### src/rtl/lcu_pkg.sv
package lcu_pkg;

  typedef enum logic [1:0] {
    GRAN_BYTE  = 2'd0,
    GRAN_WORD  = 2'd1,
    GRAN_DWORD = 2'd2,
    GRAN_NONE  = 2'd3
  } gran_e;

  // strobes from control to datapath
  typedef struct packed {
    logic  load;        // capture a new result this edge
    logic  doPack;      // narrowing operation
    logic  satUnsigned; // narrowing clamps to unsigned range
    logic  doUnpack;    // interleave operation
    logic  takeHigh;    // interleave draws from upper halves
    gran_e gran;        // pack: target lane size; unpack: lane size
  } ctrl_t;

  localparam logic [3:0] OP_NARROW_SB = 4'b0000;
  localparam logic [3:0] OP_NARROW_UB = 4'b0001;
  localparam logic [3:0] OP_NARROW_SW = 4'b0010;

endpackage

### src/rtl/lcu_ctrl.sv
module lcu_ctrl
  import lcu_pkg::*;
(
  input  logic       clk,
  input  logic       rst_n,
  input  logic       opValid,
  input  logic [3:0] opSel,
  output ctrl_t      ctl,
  output logic       resValid
);

  logic  isUnpack;
  logic  legal;
  gran_e laneGran;

  always_comb begin
    isUnpack = opSel[3];
    laneGran = gran_e'(opSel[1:0]);
    if (isUnpack) begin
      legal = (opSel[1:0] != 2'b11);
    end else begin
      legal = (opSel[2] == 1'b0) && (opSel[1:0] != 2'b11);
    end
  end

  always_comb begin
    ctl             = '0;
    ctl.load        = opValid;
    ctl.doPack      = !isUnpack && legal;
    ctl.doUnpack    = isUnpack && legal;
    ctl.takeHigh    = opSel[2];
    ctl.satUnsigned = (opSel[1:0] == 2'b01);
    if (isUnpack) begin
      ctl.gran = laneGran;
    end else if (opSel[1:0] == 2'b10) begin
      ctl.gran = GRAN_WORD;
    end else begin
      ctl.gran = GRAN_BYTE;
    end
  end

  always_ff @(posedge clk or negedge rst_n) begin
    if (!rst_n) begin
      resValid <= 1'b0;
    end else begin
      resValid <= opValid;
    end
  end

endmodule

### src/rtl/lcu_datapath.sv
module lcu_datapath
  import lcu_pkg::*;
#(
  parameter int unsigned DATA_W = 64
) (
  input  logic              clk,
  input  logic              rst_n,
  input  ctrl_t             ctl,
  input  logic [DATA_W-1:0] srcA,
  input  logic [DATA_W-1:0] srcB,
  output logic [DATA_W-1:0] result
);

  localparam int unsigned HALF_W   = DATA_W / 2;
  localparam int unsigned N_BYTES  = DATA_W / 8;
  localparam int unsigned N_WORDS  = DATA_W / 16;
  localparam int unsigned N_GRAN   = 3;

  function automatic logic [7:0] clampS8(input logic signed [15:0] v);
    if (v > 16'sd127)       return 8'h7F;
    else if (v < -16'sd128) return 8'h80;
    else                    return v[7:0];
  endfunction

  function automatic logic [7:0] clampU8(input logic signed [15:0] v);
    if (v < 16'sd0)         return 8'h00;
    else if (v > 16'sd255)  return 8'hFF;
    else                    return v[7:0];
  endfunction

  function automatic logic [15:0] clampS16(input logic signed [31:0] v);
    if (v > 32'sd32767)       return 16'h7FFF;
    else if (v < -32'sd32768) return 16'h8000;
    else                      return v[15:0];
  endfunction

  logic [DATA_W-1:0] packSByte;
  logic [DATA_W-1:0] packUByte;
  logic [DATA_W-1:0] packSWord;

  // word lanes to bytes: first source fills the low half
  for (genvar i = 0; i < N_BYTES; i++) begin : g_nb
    logic [15:0] wideLane;
    if (i < N_BYTES / 2) begin : g_lo
      assign wideLane = srcA[16*i +: 16];
    end else begin : g_hi
      assign wideLane = srcB[16*(i - N_BYTES/2) +: 16];
    end
    assign packSByte[8*i +: 8] = clampS8(wideLane);
    assign packUByte[8*i +: 8] = clampU8(wideLane);
  end

  // doubleword lanes to words
  for (genvar i = 0; i < N_WORDS; i++) begin : g_nw
    logic [31:0] wideLane;
    if (i < N_WORDS / 2) begin : g_lo
      assign wideLane = srcA[32*i +: 32];
    end else begin : g_hi
      assign wideLane = srcB[32*(i - N_WORDS/2) +: 32];
    end
    assign packSWord[16*i +: 16] = clampS16(wideLane);
  end

  // interleave of the chosen halves, one variant per lane size
  logic [HALF_W-1:0] halfA;
  logic [HALF_W-1:0] halfB;
  logic [N_GRAN-1:0][DATA_W-1:0] ilv;

  assign halfA = ctl.takeHigh ? srcA[DATA_W-1:HALF_W] : srcA[HALF_W-1:0];
  assign halfB = ctl.takeHigh ? srcB[DATA_W-1:HALF_W] : srcB[HALF_W-1:0];

  for (genvar g = 0; g < N_GRAN; g++) begin : g_gran
    localparam int unsigned LANE_W  = 8 << g;
    localparam int unsigned N_PAIRS = HALF_W / LANE_W;
    for (genvar k = 0; k < N_PAIRS; k++) begin : g_pair
      assign ilv[g][(2*k)*LANE_W   +: LANE_W] = halfA[k*LANE_W +: LANE_W];
      assign ilv[g][(2*k+1)*LANE_W +: LANE_W] = halfB[k*LANE_W +: LANE_W];
    end
  end

  logic [DATA_W-1:0] nextResult;

  always_comb begin
    nextResult = '0;
    if (ctl.doPack) begin
      if (ctl.gran == GRAN_WORD)  nextResult = packSWord;
      else if (ctl.satUnsigned)   nextResult = packUByte;
      else                        nextResult = packSByte;
    end else if (ctl.doUnpack) begin
      case (ctl.gran)
        GRAN_BYTE:  nextResult = ilv[0];
        GRAN_WORD:  nextResult = ilv[1];
        GRAN_DWORD: nextResult = ilv[2];
        default:    nextResult = '0;
      endcase
    end
  end

  always_ff @(posedge clk or negedge rst_n) begin
    if (!rst_n) begin
      result <= '0;
    end else if (ctl.load) begin
      result <= nextResult;
    end
  end

endmodule

### src/rtl/lane_convert_unit.sv
module lane_convert_unit
  import lcu_pkg::*;
#(
  parameter int unsigned DATA_W = 64
) (
  input  logic              clk,
  input  logic              rst_n,
  input  logic              opValid,
  input  logic [3:0]        opSel,
  input  logic [DATA_W-1:0] srcA,
  input  logic [DATA_W-1:0] srcB,
  output logic              resValid,
  output logic [DATA_W-1:0] result
);

  ctrl_t ctl;

  lcu_ctrl i_ctrl (
    .clk      (clk),
    .rst_n    (rst_n),
    .opValid  (opValid),
    .opSel    (opSel),
    .ctl      (ctl),
    .resValid (resValid)
  );

  lcu_datapath #(.DATA_W(DATA_W)) i_dp (
    .clk    (clk),
    .rst_n  (rst_n),
    .ctl    (ctl),
    .srcA   (srcA),
    .srcB   (srcB),
    .result (result)
  );

endmodule

### config.mk
export PLATFORM = sky130hd
export DESIGN_NAME = lane_convert_unit
export DESIGN_NICKNAME = d
export VERILOG_FILES = /design/src/rtl/lcu_pkg.sv /design/src/rtl/lcu_ctrl.sv /design/src/rtl/lcu_datapath.sv /design/src/rtl/lane_convert_unit.sv
export SDC_FILE = /design/constraint.sdc
export NUM_CORES = 1
export LEC_CHECK = 0
export BUFFER_PORTS_ARGS = -buffer_cell sky130_fd_sc_hd__buf_2
export CAP_MARGIN = 20
export CORE_MARGIN = 4
export CORE_UTILIZATION = 47
export DETAILED_ROUTE_END_ITERATION = 16
export PLACE_DENSITY = 0.78
export SLEW_MARGIN = 30
export SYNTH_ARGS = -nofsm -noshare
export SYNTH_HDL_FRONTEND = slang
export SYNTH_SLANG_ARGS = --single-unit
### constraint.sdc
create_clock -name clk -period 0.9 [get_ports clk]
set_clock_uncertainty 0.05 [all_clocks]
set_input_delay 0.09 -clock clk [delete_from_list [all_inputs] [get_ports clk]]
set_output_delay 0.09 -clock clk [all_outputs]
set_load 0.05 [all_outputs]
==> qor.csv, run 1 <==
stage,metric,value,unit
run_status,status,"finished, violations left",
run_status,violations,setup timing,
pwr,powerDensity,1320,nW/um^2
pwr,sw_frac_of_total,39.9,%
pwr,ir_drop,1190,uV
timing,setup_viol,129,
detailed_routing,met2_length,15700,microns
worst_hold_path,hold_class,input pin to register,
clocking,cts_buffer_depth,2,
clocking,cts.sinks,65,
clocking,cts_max_level,3,
synthesis,synth_edf_count,0,
setup_path,crit_fanout,7,
floorplanning,die_y,122,microns
clocking,cts_tree,yes,
pwr,cellInternalPower,8.73,mW
timing,tightest_slew,855,ps
floorplanning,die_w,122,microns
detailed_routing,wl_per_cell,27.2,microns
timing,drv_slew,0,
layout,layout_commonest_cell,buf_4,
detailed_routing,first_iter_violations,1708,
pwr,switching_power,5.79,mW
setup_path,cp_top_family,compound AO/OA/AOI/OAI gates,
detailed_routing,antenna_left,0,
detailed_routing,vias_per_cell,7.23,
setup_path,cpPeakStageDelay,550,ps
global_route,gr-usage-all-layers,43.5,%
synthesis,synth_area,6070,sq um
synthesis,ys_ff_latch,65,
pwr,p_comb_share,48.0,%
place,hpwl,22200,microns
synthesis,synth_top_area_cell,dfrtp_1,
synthesis,synth.distinct_cells,75,
layout,final_util,87.2,%
synthesis,synthesis.nets,843,
timing,fin_ws,-707,ps
pwr,power_frac_clock,27.2,%
clocking,numCtsBuffers,9,
setup_path,worstPathBufferInverterCount,2,
synthesis,ys_seq_area_share,26.8,%
layout,area_growth,81.4,%
synthesis,yosys_warnings,0,
detailed_routing,first_pass_iters,8,
setup_path,startpoint_type,input pin,
detailed_routing,met1_length,12000,microns
detailed_routing,wl_met3,5390,microns
setup_path,cp-end-kind,register,
timing,rsz0062_at_grt,true,
clocking,clk_pin_slew,60,ps
detailed_routing,drc,0,
flow_run,max_cap_viol_count,0,
global_route,overflow,0,
setup_path,cp.arrival,1770,ps
setup_path,cp_cell_sequence,"buf_6, or4_4, o41ai_4, buf_4, o2bb2ai_4, o211ai_1, a31oi_1",
pwr,p_leak,4.98,nW
floorplanning,io_pins,200,
floorplanning,num_rows,41,
synthesis,yosys.area.top_type_share,26.8,%
global_route,grt_pass1_vias,9016,
global_route,antenna_found_initial,2,
layout,drive_gt1_share,56.6,%
synthesis,synthCells,708,
timing,finalHoldViolations,0,
setup_path,required,1060,ps
layout,final_cell_mix,"buf_4, buf_2, buf_6, dfrtp_1, nand2_1",
place,numPortBuffers,199,
timing,period_minus_slack,1610,ps
setup_path,worstSetupPathType,input pin to register,
detailed_routing,dr_total_vias,9635,
detailed_routing,finalWirelength,36300,microns
pwr,power_frac_seq,24.9,%
layout,layout.nets,1290,
detailed_routing,dr.max_layer_used,met5,
synthesis,async_reset_ff_share,100,%
global_route,grt_pass1_wl,49900,microns
floorplanning,initial_utilization,48.1,%
timing,fin_crit_sh,179,%
timing,max_freq,622,MHz
synthesis,avgSynthCellArea,8.57,sq um
global_route,grt_start_max_net_pins,48,
clocking,cts-root-buf,clkbuf_16,
synthesis,yosys_most_used_dff,dfrtp_1,
timing,tns,-45610,ps
clocking,clk_latency,350,ps
timing,relSlewSlack,42.6,%
place,gp_congestion,1.01,
setup_path,critical_path.slowest_cell,or4_4,
synthesis,yosys-top-cells-area,"dfrtp_1, mux2i_1, a21oi_1",
floorplanning,core_area,12600,sq um
floorplanning,die_area,14800,sq um
pwr,finalPower,14.5,mW
cell type report:
| cell class | count | area, sq um |
|---|---|---|
| multi-input combinational | 566 | 4780 |
| timing repair buffer | 484 | 3950 |
| sequential | 65 | 1630 |
| fill | 603 | 1610 |
| clock buffer | 11 | 243 |
| tap | 172 | 215 |
| inverter | 29 | 109 |
| clock inverter | 5 | 78.8 |
| antenna | 1 | 2.50 |
worst register-to-register path: cells and delay by family (launching register included):
family	cells	cell delay (ps)
AO/OA/AOI/OAI	1	190
buffers and inverters	2	270
flip-flops	1	450
registers in the layout, summed over array words and instances (netlist names):
name and cells:
i_dp.result 64, i_ctrl.resValid 1
cells by family (layout without fill, tap and decap cells):
kind of cell	after synthesis	in the layout	share of synthesized area, %
AO/OA/AOI/OAI	277	277	34.3
flip-flops	65	65	26.8
AND/OR/NAND/NOR	221	222	19.0
multiplexers	67	67	13.1
other	0	1	0
buffers and inverters	78	529	6.77
path summary, 6_finish.rpt:
check	start	endpoint	slack [ps]	cells after the start
min in group asynchronous	rst_n	i_dp.result[1]	80	2
hold / removal	srcB[6]	i_dp.result[38]	30	3
max in group asynchronous	rst_n	i_dp.result[63]	250	3
hold reg to reg	i_dp.result[58]	i_dp.result[58]	480	1
setup / recovery	srcA[55]	i_dp.result[22]	-710	7
setup reg to reg	i_dp.result[63]	i_dp.result[63]	-190	3
power by group through the flow:
stage	clock [mW]	sequential (mW)	combinational [mW]
2_1_floorplan	0	4.78	1.85
3_3_place_gp	0	3.54	5.33
3_5_place_dp	0	3.55	5.38
4_1_cts	3.85	3.58	6.31
5_1_grt	4.05	3.63	7.15
6_report	3.94	3.61	6.97
cells in the mapped netlist (3+ instances only):
cell type	count
o31ai_2	3
mux4_2	6
a211oi_1	7
o221a_2	14
nand2_1	56
a221oi_1	8
clkbuf_1	19
a211o_1	9
o21a_1	3
mux2_2	17
or4_1	5
buf_2	13
o211ai_1	18
o21ai_0	27
nand3_1	28
o22a_1	3
o41a_1	4
a31oi_1	7
nand4_1	21
o31ai_1	12
a221o_1	9
and2_1	6
inv_1	27
mux2i_1	42
o22ai_1	25
clkbuf_8	3
a2bb2oi_1	15
nor3_1	11
buf_4	4
a22oi_1	14
nor2_1	54
buf_6	7
nor4_1	14
o21ai_1	18
a21oi_1	48
or4_4	3
dfrtp_1	65
o221ai_1	14
routing by layer:
metal | vias up | GRT usage [%]
met5 | - | 0
met4 | 2 | 23.3
met3 | 384 | 11.1
met2 | 1128 | 68.9
met1 | 4387 | 54.5
li1 | 3734 | -
metrics by stage:
stage          area (sq um)  std cells  hold slack [ps]  worst slack, ps
2_1_floorplan          6420        708             -256             -733
3_3_place_gp           9190       1269            -76.6            -1010
5_1_grt               11000       1333             53.0             -721
6_report              11000       1333             25.8             -707
3_5_place_dp           9190       1269            -77.9            -1000
4_1_cts               10700       1317             11.1             -608
what timing repair did:
item / CTS / global route
cloned: 1 / 0
resized for setup: 239 / 49
setup buffers: 30 / 16
endpoints found under the hold margin: 65 / 0
pin swaps: 33 / 39
endpoints found under the setup margin: 129 / 129
hold buffers: 1 / 0
No activity file was read; power rests on OpenSTA's default activity.
==> inputs of run 2 (changes only) <==
--- a/config.mk
+++ b/config.mk
@@ -7,10 +7,12 @@
 export LEC_CHECK = 0
 export BUFFER_PORTS_ARGS = -buffer_cell sky130_fd_sc_hd__buf_2
 export CAP_MARGIN = 20
+export CELL_PAD_IN_SITES_DETAIL_PLACEMENT = 0
+export CELL_PAD_IN_SITES_GLOBAL_PLACEMENT = 1
 export CORE_MARGIN = 4
-export CORE_UTILIZATION = 47
+export CORE_UTILIZATION = 34
 export DETAILED_ROUTE_END_ITERATION = 16
-export PLACE_DENSITY = 0.78
+export PLACE_DENSITY_LB_ADDON = 0.1
 export SLEW_MARGIN = 30
 export SYNTH_ARGS = -nofsm -noshare
 export SYNTH_HDL_FRONTEND = slang
==> qor.csv, run 2 (synthesis results as in run 1) <==
stage,metric,value,unit,change
run_status,status,"finished, violations left",,
run_status,violations,setup timing,,
detailed_routing,first_pass_iters,5,,-3
layout,finalNonFillerCells,1395,,+4.7%
timing,fin_crit_sh,168,%,-10 points
layout,area_growth,83.2,%,
setup_path,cp.arrival,1670,ps,-100 ps
pwr,p_leak,5.05,nW,+1.4%
layout,regMostFlops,i_dp.result,,
clocking,cts_buffer_depth,2,,unchanged
global_route,overflow,0,,unchanged
layout,final_util,63.8,%,-23 points
layout,final_cell_mix,"buf_4, buf_2, buf_6, dfrtp_1, nor2_1",,
detailed_routing,antenna_left,0,,unchanged
global_route,gr-usage-all-layers,30.3,%,-13 points
floorplanning,num_rows,48,,+17%
timing,tightest_slew,792,ps,-62.9 ps
timing,finalHoldViolations,0,,unchanged
clocking,numCtsBuffers,9,,unchanged
detailed_routing,drc,0,,unchanged
timing,rsz0062_at_grt,true,,
detailed_routing,wl_per_cell,22.4,microns,-18%
detailed_routing,met1_length,13800,microns,+16%
detailed_routing,dr.max_layer_used,met4,,
setup_path,cp-end-kind,register,,
clocking,cts_tree,yes,,
place,dp_cells,1332,,+5.0%
floorplanning,initial_utilization,34.8,%,-13 points
place,place_area,9340,sq um,+1.7%
setup_path,worstSetupPathType,input pin to register,,
timing,setup_viol,129,,unchanged
worst_hold_path,min_from,srcB[4],,
timing,fin_ws,-613,ps,+94.4 ps
flow_run,max_cap_viol_count,0,,unchanged
place,hpwl,24500,microns,+11%
detailed_routing,met2_length,14500,microns,-7.6%
floorplanning,core_area,17400,sq um,+38%
floorplanning,die_y,142,microns,+16%
timing,tns,-39010,ps,+6600 ps
layout,largest_register_ffs,64,,unchanged
floorplanning,die_w,142,microns,+16%
detailed_routing,first_iter_violations,596,,-65%
worst_hold_path,hold_class,input pin to register,,
floorplanning,die_area,20000,sq um,+36%
timing,relSlewSlack,46.8,%,+4.2 points
setup_path,required,1050,ps,about the same
pwr,finalPower,13.7,mW,-5.5%
detailed_routing,wl_met3,2330,microns,-57%
setup_path,r2r_start,i_dp.result[12],,
setup_path,crit_path_start,srcA[53],,
detailed_routing,vias_per_cell,5.90,,-18%
setup_path,startpoint_type,input pin,,
clocking,cts-root-buf,clkbuf_16,,
global_route,grt_start_max_net_pins,66,,+38%
global_route,grt_pass1_wl,47300,microns,-5.1%
place,pre_cts_slack,-1150,ps,-149 ps
global_route,grt_pass1_vias,8229,,-8.7%
worst_hold_path,holdPathStages,3,,unchanged
detailed_routing,dr_total_vias,8225,,-15%
layout,drive_gt1_share,57.6,%,+0.97 points
detailed_routing,finalWirelength,31200,microns,-14%
setup_path,crit_fanout,7,,unchanged
clocking,clk_pin_slew,60,ps,about the same
timing,max_freq,661,MHz,+6.2%
floorplanning,io_pins,200,,unchanged
setup_path,rrSetupSlack,-140,ps,+50 ps
clocking,cts.sinks,65,,unchanged
clocking,clk_latency,340,ps,about the same
layout,layout_commonest_cell,buf_4,,
pwr,powerDensity,1240,nW/um^2,-6.4%
layout,largestRegisters,"i_dp.result x64, i_ctrl.resValid x1",,
layout,layout.nets,1300,,+0.78%
timing,period_minus_slack,1510,ps,-94.4 ps
layout,final_area,11100,sq um,+0.95%
global_route,antenna_found_initial,1,,-1
place,numPortBuffers,199,,unchanged
timing,drv_slew,0,,unchanged
timing,timing.hold.ws,19.6,ps,-6.20 ps
layout,num_antenna_cells,0,,-1
pwr,ir_drop,948,uV,-20%
place,gp_congestion,1.02,,+1.4%
setup_path,r2r_cells,2,,-1
clocking,cts_max_level,3,,unchanged
## run 2: report_power, final
| part | total, mW | internal (mW) | switching (mW) | leakage (nW) |
|---|---|---|---|---|
| logic | 6.74 | 2.99 | 3.75 | 4.10 |
| clock network | 3.40 | 2.00 | 1.39 | 0.139 |
| registers | 3.58 | 3.28 | 0.302 | 0.813 |
| total | 13.7 | 8.28 | 5.44 | 5.05 |
## run 2: path summary, 6_finish.rpt
kind	end
min in group asynchronous	i_dp.result[42]
hold reg to reg	i_dp.result[44]
setup / recovery	i_dp.result[19]
hold / removal	i_dp.result[36]
max in group asynchronous	i_dp.result[7]
setup reg to reg	i_dp.result[12]
## run 2: cell type report
type                       count  area [sq um]
fill                        1525          6310
multi-input combinational    566          4820
timing repair buffer         494          4000
sequential                    65          1630
tap                          225           282
clock buffer                  13           260
inverter                      29           109
clock inverter                 3          15.0
## run 2: what timing repair did
action                                 CTS  global route
gates cloned                             1             1
setup endpoints to repair              129           129
endpoints found under the hold margin   65             0
pin swaps                               33            40
hold buffers                             1             0
setup buffers                           29            19
resized for setup                      242            54
## run 2: critical path: stages
cell and delay, ps:
buf_2 110, or4_4 520, o41ai_4 340, buf_4 190, o2bb2ai_4 90, o211ai_1 200
a31oi_1 120
## run 2: routing by layer
layer | vias to the layer above | global-route usage, %
li1 | 3740 | -
met1 | 4079 | 43.0
met2 | 361 | 48.5
met3 | 45 | 5.33
met4 | 0 | 6.46
met5 | - | 0
